$ cat src/rtl/stat_arb_pkg.sv
package stat_arb_pkg;

    typedef enum logic [1:0] {
        JOB_RUNT,
        JOB_PKT,
        JOB_CPU
    } job_e;

    typedef enum logic [2:0] {
        S_IDLE,
        S_RHI,
        S_RLO,
        S_WLO,
        S_WHI,
        S_CAP,
        S_CWR
    } seq_e;

    localparam int OFF_FRAME = 'h00;
    localparam int OFF_OCTET = 'h02;
    localparam int OFF_RUNT  = 'h0C;

endpackage

$ cat src/rtl/stat_req_slot.sv
module stat_req_slot #(
    parameter int W = 8
) (
    input  logic         clk,
    input  logic         rst,
    input  logic         req,
    input  logic         en,
    input  logic         take,
    input  logic [W-1:0] info_in,
    output logic         pend,
    output logic [W-1:0] info_q
);
    logic load;
    assign load = req && en && (!pend || take);

    always_ff @(posedge clk) begin
        if (rst) begin
            pend   <= 1'b0;
            info_q <= '0;
        end else begin
            if (load) begin
                pend   <= 1'b1;
                info_q <= info_in;
            end else if (take) begin
                pend <= 1'b0;
            end
        end
    end

    assert_full_keeps_R10: assert property (@(posedge clk) disable iff (rst)
        (pend && !take) |=> (pend && $stable(info_q)));

    assert_off_drops_R9: assert property (@(posedge clk) disable iff (rst)
        (!en && !pend) |=> !pend);
endmodule

$ cat src/rtl/stat_prio_pick.sv
module stat_prio_pick #(
    parameter int N = 3
) (
    input  logic         clk,
    input  logic         rst,
    input  logic         idle,
    input  logic [N-1:0] want,
    output logic [N-1:0] gnt
);
    always_comb begin
        logic found;
        found = 1'b0;
        gnt   = '0;
        for (int i = 0; i < N; i++) begin
            if (idle && want[i] && !found) begin
                gnt[i] = 1'b1;
                found  = 1'b1;
            end
        end
    end

    assert_one_grant_R1: assert property (@(posedge clk) disable iff (rst)
        $onehot0(gnt));

    assert_low_waits_R1: assert property (@(posedge clk) disable iff (rst)
        (gnt[N-1] |-> (want[N-2:0] == '0)));
endmodule

$ cat src/rtl/stat_sram_arbiter.sv
module stat_sram_arbiter
    import stat_arb_pkg::*;
#(
    parameter int DEV_W    = 4,
    parameter int PORT_W   = 4,
    parameter int OFF_W    = 5,
    parameter int DW       = 16,
    parameter int OCT_W    = 16,
    parameter int NUM_CNT  = 10
) (
    input  logic                          clk,
    input  logic                          rst,
    input  logic                          mgmt_en,
    input  logic                          runt_req,
    input  logic [DEV_W-1:0]              runt_dev,
    input  logic [PORT_W-1:0]             runt_port,
    input  logic                          pkt_req,
    input  logic [DEV_W-1:0]              pkt_dev,
    input  logic [PORT_W-1:0]             pkt_port,
    input  logic [OCT_W-1:0]              pkt_octets,
    input  logic                          cpu_go,
    input  logic                          cpu_block,
    input  logic                          cpu_write,
    input  logic [DEV_W-1:0]              cpu_dev,
    input  logic [PORT_W-1:0]             cpu_port,
    input  logic [OFF_W-1:0]              cpu_stat,
    input  logic [DW-1:0]                 cpu_wdata,
    output logic                          cpu_busy,
    output logic                          cpu_done,
    output logic                          rd_valid,
    output logic [OFF_W-2:0]              rd_idx,
    output logic [2*DW-1:0]               rd_data,
    output logic                          sram_cs,
    output logic                          sram_we,
    output logic [DEV_W+PORT_W+OFF_W-1:0] sram_addr,
    output logic [DW-1:0]                 sram_wdata,
    input  logic [DW-1:0]                 sram_rdata
);
    localparam int AW     = DEV_W + PORT_W + OFF_W;
    localparam int IW     = OFF_W - 1;
    localparam int CW     = 2 * DW;
    localparam int RUNT_W = DEV_W + PORT_W;
    localparam int PKT_W  = DEV_W + PORT_W + OCT_W;
    localparam logic [IW-1:0] LAST_IDX = IW'(NUM_CNT - 1);

    seq_e               st;
    job_e               job;
    logic [DEV_W-1:0]   j_dev;
    logic [PORT_W-1:0]  j_port;
    logic [OFF_W-1:0]   j_off;
    logic [CW-1:0]      j_inc;
    logic [OCT_W-1:0]   j_oct;
    logic               j_second;
    logic [DW-1:0]      hi_q, sum_hi_q;
    logic [CW-1:0]      sum;

    logic               c_block, c_write;
    logic [DEV_W-1:0]   c_dev;
    logic [PORT_W-1:0]  c_port;
    logic [OFF_W-1:0]   c_stat;
    logic [DW-1:0]      c_wdata;
    logic [IW-1:0]      c_idx;

    logic               runt_pend, pkt_pend;
    logic [RUNT_W-1:0]  runt_info;
    logic [PKT_W-1:0]   pkt_info;
    logic [2:0]         gnt;
    logic               idle;

    assign idle = (st == S_IDLE);

    stat_req_slot #(.W(RUNT_W)) i_runt_slot (
        .clk(clk), .rst(rst), .req(runt_req), .en(mgmt_en), .take(gnt[0]),
        .info_in({runt_dev, runt_port}), .pend(runt_pend), .info_q(runt_info)
    );

    stat_req_slot #(.W(PKT_W)) i_pkt_slot (
        .clk(clk), .rst(rst), .req(pkt_req), .en(mgmt_en), .take(gnt[1]),
        .info_in({pkt_dev, pkt_port, pkt_octets}), .pend(pkt_pend), .info_q(pkt_info)
    );

    stat_prio_pick #(.N(3)) i_pick (
        .clk(clk), .rst(rst), .idle(idle),
        .want({cpu_busy, pkt_pend, runt_pend}), .gnt(gnt)
    );

    assign sum = {hi_q, sram_rdata} + j_inc;

    always_ff @(posedge clk) begin
        rd_valid <= 1'b0;
        cpu_done <= 1'b0;
        if (rst) begin
            st       <= S_IDLE;
            job      <= JOB_CPU;
            j_dev    <= '0;
            j_port   <= '0;
            j_off    <= '0;
            j_inc    <= '0;
            j_oct    <= '0;
            j_second <= 1'b0;
            hi_q     <= '0;
            sum_hi_q <= '0;
            cpu_busy <= 1'b0;
            c_block  <= 1'b0;
            c_write  <= 1'b0;
            c_dev    <= '0;
            c_port   <= '0;
            c_stat   <= '0;
            c_wdata  <= '0;
            c_idx    <= '0;
            rd_idx   <= '0;
            rd_data  <= '0;
        end else begin
            if (cpu_go && !cpu_busy) begin
                cpu_busy <= 1'b1;
                c_block  <= cpu_block;
                c_write  <= cpu_write;
                c_dev    <= cpu_dev;
                c_port   <= cpu_port;
                c_stat   <= cpu_stat;
                c_wdata  <= cpu_wdata;
                c_idx    <= '0;
            end
            case (st)
                S_IDLE: begin
                    if (gnt[0]) begin
                        job    <= JOB_RUNT;
                        j_dev  <= runt_info[RUNT_W-1 -: DEV_W];
                        j_port <= runt_info[PORT_W-1:0];
                        j_off  <= OFF_W'(OFF_RUNT);
                        j_inc  <= CW'(1);
                        st     <= S_RHI;
                    end else if (gnt[1]) begin
                        job      <= JOB_PKT;
                        j_dev    <= pkt_info[PKT_W-1 -: DEV_W];
                        j_port   <= pkt_info[OCT_W +: PORT_W];
                        j_oct    <= pkt_info[OCT_W-1:0];
                        j_off    <= OFF_W'(OFF_FRAME);
                        j_inc    <= CW'(1);
                        j_second <= 1'b1;
                        st       <= S_RHI;
                    end else if (gnt[2]) begin
                        job    <= JOB_CPU;
                        j_dev  <= c_dev;
                        j_port <= c_port;
                        if (c_block) begin
                            j_off <= {c_idx, 1'b0};
                            st    <= S_RHI;
                        end else if (c_write) begin
                            j_off <= c_stat;
                            st    <= S_CWR;
                        end else begin
                            j_off <= {c_stat[OFF_W-1:1], 1'b0};
                            st    <= S_RHI;
                        end
                    end
                end
                S_RHI: st <= S_RLO;
                S_RLO: begin
                    hi_q <= sram_rdata;
                    st   <= (job == JOB_CPU) ? S_CAP : S_WLO;
                end
                S_WLO: begin
                    sum_hi_q <= sum[CW-1:DW];
                    st       <= S_WHI;
                end
                S_WHI: begin
                    if (j_second) begin
                        j_second <= 1'b0;
                        j_off    <= OFF_W'(OFF_OCTET);
                        j_inc    <= CW'(j_oct);
                        st       <= S_RHI;
                    end else begin
                        st <= S_IDLE;
                    end
                end
                S_CAP: begin
                    rd_valid <= 1'b1;
                    rd_data  <= {hi_q, sram_rdata};
                    rd_idx   <= j_off[OFF_W-1:1];
                    st       <= S_IDLE;
                    if (c_block && c_idx != LAST_IDX) begin
                        c_idx <= c_idx + 1'b1;
                    end else begin
                        cpu_busy <= 1'b0;
                        cpu_done <= 1'b1;
                    end
                end
                S_CWR: begin
                    cpu_busy <= 1'b0;
                    cpu_done <= 1'b1;
                    st       <= S_IDLE;
                end
                default: st <= S_IDLE;
            endcase
        end
    end

    always_comb begin
        sram_cs    = 1'b0;
        sram_we    = 1'b0;
        sram_addr  = {j_dev, j_port, j_off};
        sram_wdata = '0;
        case (st)
            S_RHI: sram_cs = 1'b1;
            S_RLO: begin
                sram_cs      = 1'b1;
                sram_addr[0] = 1'b1;
            end
            S_WLO: begin
                sram_cs      = 1'b1;
                sram_we      = 1'b1;
                sram_addr[0] = 1'b1;
                sram_wdata   = sum[DW-1:0];
            end
            S_WHI: begin
                sram_cs    = 1'b1;
                sram_we    = 1'b1;
                sram_wdata = sum_hi_q;
            end
            S_CWR: begin
                sram_cs    = 1'b1;
                sram_we    = 1'b1;
                sram_wdata = c_wdata;
            end
            default: ;
        endcase
    end

    assert_read_pair_R2: assert property (@(posedge clk) disable iff (rst)
        (sram_cs && !sram_we && !sram_addr[0]) |=>
        (sram_cs && !sram_we && sram_addr == ($past(sram_addr) | AW'(1))));

    assert_write_pair_R4: assert property (@(posedge clk) disable iff (rst)
        (sram_cs && sram_we && sram_addr[0] && job != JOB_CPU) |=>
        (sram_cs && sram_we && sram_addr == ($past(sram_addr) & ~AW'(1))));

    assert_done_clears_R8: assert property (@(posedge clk) disable iff (rst)
        cpu_done |-> !cpu_busy);

    assert_go_sets_busy_R8: assert property (@(posedge clk) disable iff (rst)
        (cpu_go && !cpu_busy) |=> cpu_busy);

    assert_valid_pulse_R5: assert property (@(posedge clk) disable iff (rst)
        rd_valid |=> !rd_valid);
endmodule

$ cat config.mk
export PLATFORM = sky130hd
export DESIGN_NAME = stat_sram_arbiter
export DESIGN_NICKNAME = d
export VERILOG_FILES = /design/src/rtl/stat_arb_pkg.sv /design/src/rtl/stat_req_slot.sv /design/src/rtl/stat_prio_pick.sv /design/src/rtl/stat_sram_arbiter.sv
export SDC_FILE = /design/constraint.sdc
export NUM_CORES = 1
export LEC_CHECK = 0
export BUFFER_PORTS_ARGS = -buffer_cell sky130_fd_sc_hd__buf_2
export CAP_MARGIN = 20
export CORE_ASPECT_RATIO = 1.2
export CORE_MARGIN = 2
export CORE_UTILIZATION = 30
export DETAILED_ROUTE_END_ITERATION = 6
export PLACE_DENSITY_LB_ADDON = 0.15
export SYNTH_ARGS = -nofsm -noshare
export SYNTH_HDL_FRONTEND = slang
export SYNTH_HIERARCHICAL = 1
export SYNTH_SLANG_ARGS = --single-unit
$ cat constraint.sdc
create_clock -name clk -period 3.3 [get_ports clk]
set_input_delay 0.66 -clock clk [delete_from_list [all_inputs] [get_ports clk]]
set_output_delay 0.66 -clock clk [all_outputs]
set_load 0.03 [all_outputs]
; After elaboration in Yosys (flattened, before gate mapping)
; Index checks and enable logic that the tools add are counted.
[classes]
mux = 52
bitwise = 1
reduce_logical = 31
n_addsub = 2
eq_ne = 13
[ops]
columns = op, count
row1 = $mux W32, 3
row2 = $pmux W32 S2, 1
row3 = $pmux W16 S3, 1
row4 = $mux W4, 9
row5 = $add A32 B32 Y32, 1
row6 = $mux W5, 5
row7 = $mux W1, 19
row8 = $mux W3, 6
row9 = $pmux W3 S5, 1
row10 = $reduce_and A3 Y1, 4
row11 = $logic_and A1 B1 Y1, 11
row12 = $pmux W5 S2, 1
row13 = $eq A3 B3 Y1 const B, 3
row14 = $ne A4 B4 Y1 const B, 2
row15 = $eq A3 B2 Y1 const B, 2
row16 = $mux W2, 3
row17 = $ne A2 B2 Y1 const B, 3
row18 = $pmux W1 S2, 3
row19 = $reduce_bool A2 Y1, 3
row20 = $logic_not A1 Y1, 5
row21 = $reduce_or A5 Y1, 1
row22 = $add A4 B1 Y4 const B, 1
row23 = $eq A3 B1 Y1 const B, 1
row24 = $logic_not A3 Y1, 1
row25 = 8 further kinds, 9
[totals]
output_inout_bits = 70
input_bits = 85
wordCells = 125
regBits = 207

; Depth between registers and ports, before layout
; Gate-level depths: netlist (run 1).
[logic_depth]
depth_word = 13
ltp_mapped = 11
mapped_depth_nobuf = 10

; Cells and area by module
; The synthesis (run 1) kept the hierarchy.
[modules_own_cells]
columns = module, seq_area_each_um2, n_inst, area_each_um2, cells_each
row1 = stat_sram_arbiter, 3143.0, 1, 7302.0, 938
row2 = stat_req_slot (i_pkt_slot), 500.5, 1, 1156.1, 109
row3 = stat_req_slot (i_runt_slot), 180.2, 1, 419.2, 39
row4 = stat_prio_pick, 0.0, 1, 30.0, 3

; Least setup slack after synthesis (run 1)
; Ideal clock, no wire load.
[synth_timing]
path_type = input to output
startpoint = in sram_rdata[0]
endpoint = out sram_wdata[14]
setup_slack_ps = -25
t_arrival_ps = 2665
required_time_ps = 2640
n_path_buf = 0
path_stages = 9
cell_sequence = ha_1 inv_1 fa_1 and2b_1 o2111ai_1 a211oi_1 nor3_2 xor2_1 o22ai_1
[synth_between]
elab_chain_cells = 2
[synth_lines]
columns = item, line
row1 = from (decl), stat_sram_arbiter.sv:37  ; input logic [DW-1:0] sram_rdata
row2 = $add A32 B32 Y32, stat_sram_arbiter.sv:87  ; assign sum = {hi_q, sram_rdata} + j_inc;
row3 = $pmux W16 S3, stat_sram_arbiter.sv:204  ; case (st)
row4 = to (decl), stat_sram_arbiter.sv:36  ; output logic [DW-1:0] sram_wdata,
; No other way between the ends.

; Worst setup path in the final report (run 1)
[layout_timing]
startpoint = in sram_rdata[1]
endpoint = out sram_wdata[8]
; The elaborated chain is that of the path after synthesis.

==> results.py, run 1 <==
metrics = {
    "floorplanning": {
        "rows": 69,
        "io_pins": 155,
        "fp.dieW_um": 161,
        "die_h_um": 193,
        "initial_core_util_pct": 30.3,
        "coreArea_sq_um": 29400,
        "die-area_sq_um": 31100,
    },
    "detailed_routing": {
        "drt-met1-wl_um": 11800,
        "firstDrtPassIters": 4,
        "wl_met3_um": 972,
        "postRouteAntennaNets": 0,
        "drcViolationCount": 0,
        "dr_wl_met2_um": 13200,
        "vias": 7639,
        "vias_per_cell": 4.70,
        "drt_iter0_drc": 424,
        "drt-total-wl_um": 26300,
        "maxUsedRoutingLayer": "met4",
        "wl_per_cell_um": 16.2,
    },
    "setup_path": {
        "r2r-end": "st[2]",
        "critPathCaptureType": "output port",
        "critical-path-top-delay-family": "buffers and inverters",
        "path_buf_inv": 4,
        "crit_chain": "buf_2 > inv_1 > fa_2 > and2b_1 > o2111ai_2 > nand2_1 > buf_4 > a31oi_4 > xor2_1 > o22ai_1 > buf_4",
        "slowest_delay_ns": 0.39,
        "worst_ep_required_time_ns": 2.64,
        "startpoint": "sram_rdata[1]",
        "critPathKind": "in2out",
        "critPathLaunchType": "input pin",
        "r2r-start": "st[2]",
        "cp_common_cell": "buf_4",
        "timing.reg2reg.setup_slack_ns": 0.60,
        "crit_fanout": 4,
        "crit_slowest_cell": "fa_2",
        "critical_path.endpoint": "sram_wdata[8]",
        "cp.arrival_ns": 2.60,
        "worst-path-stages": 11,
        "rr_worst_depth": 7,
    },
    "timing": {
        "finalClockSkew_ns": 0.00932,
        "timing.setup.tns_ns": 0,
        "setup_violations": 0,
        "fmax_ghz": 0.307,
        "relSlewSlack_pct": 39.2,
        "rsz0062_at_grt": "yes",
        "worst_slew_pin_slew_ns": 0.913,
        "hold_slack_ns": 0.451,
        "final.min_clock_period_ns": 3.26,
        "finalMaxSlewViolations": 0,
        "hold_viol_final": 0,
        "period_share_pct": 98.7,
    },
    "run_status": {
        "outcome": "complete, no violations",
    },
    "clocking": {
        "hold_buffers": 0,
        "clockBufferDepth": 2,
        "worst_skew_pair.late_latency_ns": 0.43,
        "cts_tree": "built",
        "ctsRootBufferMaster": "clkbuf_16",
        "cts_buffers": 17,
        "clkSlewWorstSetupHoldPaths_ns": 0.07,
        "clock-sinks": 191,
        "cts_max_level": 4,
    },
    "hold_path": {
        "holdCritPathClass": "reg2reg",
    },
    "placed_design": {
        "finalWeightedCongestion": 0.847,
        "dpl.hpwl_um": 19100,
        "io_buffers": 154,
    },
    "global_route": {
        "grt_max_degree": 87,
        "grt_pass1_wl_um": 40400,
        "grt_pass1_vias": 7365,
        "grt_use_total_pct": 16.7,
        "antenna_found_initial": 0,
        "grt_overflow_total": 0,
    },
    "synth": {
        "syn_inst": 1089,
        "synth-simple-area-share_pct": 23.9,
        "syn_area_sq_um": 8910,
        "synthAdderAreaFrac_pct": 2.75,
        "ys_seq_area_share_pct": 42.9,
        "muxShareOfSynthArea_pct": 6.77,
        "async_flop_share_pct": 0,
        "avgSynthCellArea_sq_um": 8.18,
        "yosysWarnings": 6,
        "synth_compound_area_share_pct": 16.0,
        "synthFlopType": "dfxtp_1",
        "synth_edf_count": 0,
        "synth_nets": 1193,
        "yosysUniqueCellTypes": 64,
        "ys_ff_latch": 191,
        "synthXorXnorAreaFrac_pct": 2.65,
        "synth_top_family_by_area": "simple AND/OR/NAND/NOR gates",
    },
    "power_and_ir_drop": {
        "leakagePower_nw": 4.11,
        "p_per_area_nw_per_um2": 547,
        "peakVddDrop_uv": 279,
    },
    "finish": {
        "layout.nets": 1327,
        "drive_gt1_share_pct": 21.5,
        "area_delta_synth_final_pct": 22.1,
        "mostFrequentLayoutCells": "nand2_1 (268), dfxtp_1 (188), a21oi_1 (157)",
        "num_antenna_cells": 0,
        "fillers": 3104,
        "final_common_cell": "nand2_1",
    },
    "run": {
        "max_cap_violations": 0,
    },
}
worst register-to-register path, cell delays in order, from the launching register on:
cell	delay [ns]
dfxtp_1	0.46
inv_1	0.19
nand2_1	0.17
inv_1	0.14
and3b_2	0.39
nor4b_1	0.76
nand2_1	0.11
a2111oi_0	0.36
power by group:
part | total [mW] | internal, mW | switching [mW] | leakage (nW)
registers | 2.56 | 2.44 | 0.127 | 1.55
clock network | 2.24 | 1.31 | 0.923 | 0.299
logic | 1.15 | 0.401 | 0.750 | 2.26
total | 5.95 | 4.15 | 1.80 | 4.11
synth_stat cells (12+ instances only):
| library cell | count | area, sq um |
|---|---|---|
| nand2_1 | 268 | 1010 |
| dfxtp_1 | 191 | 3820 |
| clkbuf_1 | 45 | 169 |
| a21oi_1 | 157 | 786 |
| nor2_1 | 51 | 191 |
| nand3_1 | 21 | 105 |
| mux2i_1 | 58 | 581 |
| o21ai_0 | 22 | 110 |
| ha_1 | 18 | 225 |
| xor2_1 | 12 | 105 |
| a211oi_1 | 20 | 150 |
| nand2b_1 | 71 | 444 |
| o22ai_1 | 14 | 87.6 |
| xnor2_1 | 15 | 131 |
worst min path at each step:
stage                     cells past startpoint        start           to  slack [ns]
final                                         2  rd_data[21]  rd_data[21]        0.45
after floorplan                               2      c_write      c_write        0.43
after global placement                        2  rd_data[21]  rd_data[21]        0.44
after CTS                                     3  cpu_port[0]    c_port[0]        0.43
after global routing                          3  cpu_port[2]    c_port[2]        0.43
after detailed placement                      2  rd_data[21]  rd_data[21]        0.44
logic make-up (layout without fill, tap and decap cells):
kind of cell	after synthesis	after routing
AOI/OAI and AO/OA	244	244
xor gates and xnor gates	27	27
adders and majority gates	19	19
buffers and inverters	86	233
DFF	191	191
muxes	60	60
and+or+nand+nor	462	462
metrics by stage:
stage	utilization [%]	instances	instance area, sq um	total power, mW	setup WS (ns)
global placement	34.2	1591	10100	3.76	-0.161
CTS	36.7	1624	10800	6.05	-0.00283
global route	36.9	1626	10900	6.26	-0.0713
detailed placement	34.2	1591	10100	3.76	-0.194
floorplan	-	1089	8910	3.40	0.0267
finish	36.9	1626	10900	5.95	0.0430
sequential cells by signal, summed over array words and instances, names as in the netlist, 5 cells and up:
register and count:
i_pkt_slot/info_q 24, hi_q 16, rd_data 32, i_runt_slot/info_q 8
c_stat 5, j_off 5, c_wdata 16, j_inc 16
sum_hi_q 16, j_oct 16
cell type report:
cell class / instances / area, sq um / area share (%)
Clock buffer: 20 / 457 / 4.20
Clock inverter: 12 / 181 / 1.67
Sequential cell: 191 / 3830 / 35.2
Timing Repair Buffer: 191 / 1110 / 10.2
Tap cell: 390 / 488 / 4.49
Multi-Input combinational cell: 812 / 4770 / 43.9
Inverter: 10 / 37.5 / 0.345
what timing repair did:
| action | in CTS | in global routing |
|---|---|---|
| endpoints found under the setup margin | 6 | 9 |
| pin swaps | 12 | 11 |
| resized for setup | 20 | 16 |
| setup buffers | 1 | 2 |
| endpoints found under the hold margin | 0 | 0 |
layer usage:
metal	global-route usage (%)	vias to the layer above
met2	29.6	154
met1	20.7	3524
met3	3.27	20
met5	0	-
li1	-	3941
met4	5.01	0
(Power assumes the default switching activity.)
==> inputs of run 2 (changes only) <==
--- a/config.mk
+++ b/config.mk
@@ -5,13 +5,15 @@
 export SDC_FILE = /design/constraint.sdc
 export NUM_CORES = 1
 export LEC_CHECK = 0
+export ABC_AREA = 1
 export BUFFER_PORTS_ARGS = -buffer_cell sky130_fd_sc_hd__buf_2
-export CAP_MARGIN = 20
+export CAP_MARGIN = 40
 export CORE_ASPECT_RATIO = 1.2
 export CORE_MARGIN = 2
 export CORE_UTILIZATION = 30
 export DETAILED_ROUTE_END_ITERATION = 6
 export PLACE_DENSITY_LB_ADDON = 0.15
+export SLEW_MARGIN = 40
 export SYNTH_ARGS = -nofsm -noshare
 export SYNTH_HDL_FRONTEND = slang
 export SYNTH_HIERARCHICAL = 1
==> run 2 against run 1 <==
Against the previous run:
- combinational power increased by 90%
- synthesized area increased by 5.2%
- worst hold slack got worse by 0.011 ns
- register-to-register slack got worse by 0.13 ns
- flip-flop and latch count unchanged
==> results.py, run 2 <==
metrics = {
    "run_status": {
        "outcome": "complete, no violations",
    },
    "timing": {
        "final.min_clock_period_ns": 3.12,
        "rsz0062_at_grt": "no",
        "timing.setup.tns_ns": 0,
        "fmax_ghz": 0.321,
        "finalClockSkew_ns": 0.00769,
        "hold_viol_final": 0,
        "worst_slew_pin_slew_ns": 0.707,
        "setup_slack_ns": 0.183,
        "period_share_pct": 94.4,
        "relSlewSlack_pct": 52.8,
        "setup_violations": 0,
        "finalMaxSlewViolations": 0,
    },
    "finish": {
        "design_area_sq_um": 11100,
        "fillers": 3444,
        "reg_top3": "rd_data x32, i_pkt_slot/info_q x24",
        "final_common_cell": "nand2_1",
        "layout.nets": 1621,
        "area_delta_synth_final_pct": 18.5,
        "multi_input_area_sq_um": 4620,
        "regArea_sq_um": 3820,
        "drive_gt1_share_pct": 17.3,
        "num_antenna_cells": 0,
        "top_register": "rd_data",
        "fin_util_pct": 36.2,
        "largest_reg_flops": 32,
        "mostFrequentLayoutCells": "nand2_1 (268), nor2_1 (262), dfxtp_1 (191)",
    },
    "detailed_routing": {
        "wl_per_cell_um": 15.9,
        "drt_iter0_drc": 432,
        "vias_per_cell": 4.59,
        "firstDrtPassIters": 5,
        "drcViolationCount": 0,
        "postRouteAntennaNets": 0,
        "vias": 8833,
        "drt-total-wl_um": 30500,
    },
    "setup_path": {
        "worst_ep_required_time_ns": 2.64,
        "startpoint": "sram_rdata[10]",
        "crit_fanout": 5,
        "r2r-start": "st[1]",
        "critPathLaunchType": "input pin",
        "cp.arrival_ns": 2.46,
        "critPathCaptureType": "output port",
        "critPathKind": "in2out",
    },
    "synth": {
        "async_flop_share_pct": 0,
        "syn_area_sq_um": 9370,
        "yosysWarnings": 6,
        "synth_top_area_share_pct": 40.8,
        "synth_commonest_cells": "nand2_1 (270), nor2_1 (263), dfxtp_1 (191)",
        "ys_seq_area_share_pct": 40.8,
        "yosysTopAreaCell": "dfxtp_1",
        "synth_edf_count": 0,
        "synthFlopType": "dfxtp_1",
        "yosysMostFrequentCell": "nand2_1",
        "yosys-top-cells-area": "dfxtp_1 (41%), nand2_1 (11%), nor2_1 (11%)",
        "syn_inst": 1385,
        "ys_ff_latch": 191,
        "avgSynthCellArea_sq_um": 6.76,
        "yosysUniqueCellTypes": 42,
        "synth_nets": 1489,
    },
    "global_route": {
        "grt_pass1_wl_um": 47100,
        "antenna_found_initial": 0,
        "grt_overflow_total": 0,
        "grt_use_total_pct": 19.0,
        "grt_max_degree": 56,
        "grt_pass1_vias": 8551,
    },
    "run": {
        "max_cap_violations": 0,
    },
    "floorplanning": {
        "coreArea_sq_um": 30700,
        "io_pins": 155,
        "fp.dieW_um": 165,
        "die_h_um": 198,
        "rows": 70,
        "die-area_sq_um": 32700,
        "initial_core_util_pct": 30.6,
    },
    "power_and_ir_drop": {
        "netSwitchingFraction_pct": 37.3,
        "p_switching_mw": 2.69,
        "total_power_mw": 7.21,
        "p_per_area_nw_per_um2": 650,
        "peakVddDrop_uv": 269,
        "p_int_mw": 4.52,
        "p_comb_share_pct": 30.4,
        "clockPowerShare_pct": 29.3,
        "leakagePower_nw": 5.27,
        "sequentialPowerShare_pct": 40.3,
    },
    "clocking": {
        "worst_skew_pair.late_latency_ns": 0.44,
        "post_cts_buffers": 0,
        "cts_max_level": 4,
        "hold_buffers": 0,
        "clkSlewWorstSetupHoldPaths_ns": 0.07,
        "ctsRootBufferMaster": "clkbuf_16",
        "clock-sinks": 191,
        "cts_tree": "built",
        "clockBufferDepth": 2,
        "cts_buffers": 17,
    },
    "placed_design": {
        "dpl.hpwl_um": 23400,
        "io_buffers": 154,
        "finalWeightedCongestion": 0.893,
        "placed_cell_area_sq_um": 10500,
        "pre_cts_ws_ns": -0.0885,
    },
    "hold_path": {
        "min_from": "cpu_stat[4]",
        "holdCritPathClass": "in2reg",
    },
}
==> run 2: changes by cell type after synthesis, sizes merged, moves of 8 or more <==
cell / change
nor2: +220
inv: +145
o21ai: +117
nand2b: -73
nand3: +66
mux2i: -58
a21oi: -44
a211oi: -18
clkbuf: -15
o22ai: -14
xnor2: -14
xor2: -10
and3: -8
==> run 2: cell type report <==
class                      instances  area share, %
clock buffer                      22           4.36
clock inverter                     9          0.970
inverter                         155           5.29
multi-input combinational        974           41.6
sequential                       191           34.5
tap                              396           4.46
timing repair buffer             178           8.84
==> run 2: path summary, 6_finish.rpt <==
path / end / slack [ns] / depth (start not counted)
min: c_stat[4] / 0.44 / 3
max reg2reg: j_oct[5] / 0.47 / 11
max: sram_wdata[13] / 0.18 / 12
min reg2reg: c_stat[3] / 0.46 / 2
==> run 2: through the flow <==
step           std cells  hold WS, ns
6_report            1925        0.440
5_1_grt             1925        0.444
4_1_cts             1925        0.426
3_5_place_dp        1894        0.454
3_3_place_gp        1894        0.446
2_1_floorplan       1385        0.424
==> run 2: timing repair <==
item | CTS | global route
pin swaps | 0 | 2
resized for setup | 1 | 8
endpoints found under the setup margin | 1 | 18
==> run 2: cell families (layout without fill, tap and decap cells) <==
logic type | Yosys count | in the layout | synth area share (%)
compound gates | 287 | 287 | 16.9
buf+inv | 220 | 364 | 10.1
flops | 191 | 191 | 40.8
simple gates | 665 | 665 | 29.2
fa+ha+maj | 19 | 19 | 2.62
xor+xnor | 3 | 3 | 0.281
==> run 2: power by group through the flow <==
stage | clock network, mW | logic (mW) | registers [mW]
floorplan | 0 | 1.46 | 2.94
global placement | 0 | 2.19 | 2.95
detailed placement | 0 | 2.20 | 2.95
CTS | 2.18 | 2.21 | 2.90
global route | 2.27 | 2.47 | 2.94
finish | 2.11 | 2.19 | 2.90
==> run 2: worst max-delay path, cell delays in order <==
cell	delay, ns
buf_2	0.12
ha_1	0.38
nand2_1	0.16
inv_1	0.07
nand2_1	0.08
inv_1	0.06
a21oi_1	0.13
nand2_1	0.16
or2_2	0.31
nand3_1	0.07
nand3_1	0.07
buf_2	0.18
==> run 2: metal layers <==
layer  routed length, um  vias up  global-route usage, %  part of all wire [%]
met5                   0        -                      0                     0
met4                 734        0                   6.48                   2.4
met3                1010       29                   3.28                   3.3
met2               15600      139                   34.4                    51
met1               13200     3961                   22.4                    43
li1                    -     4704                      -                     -
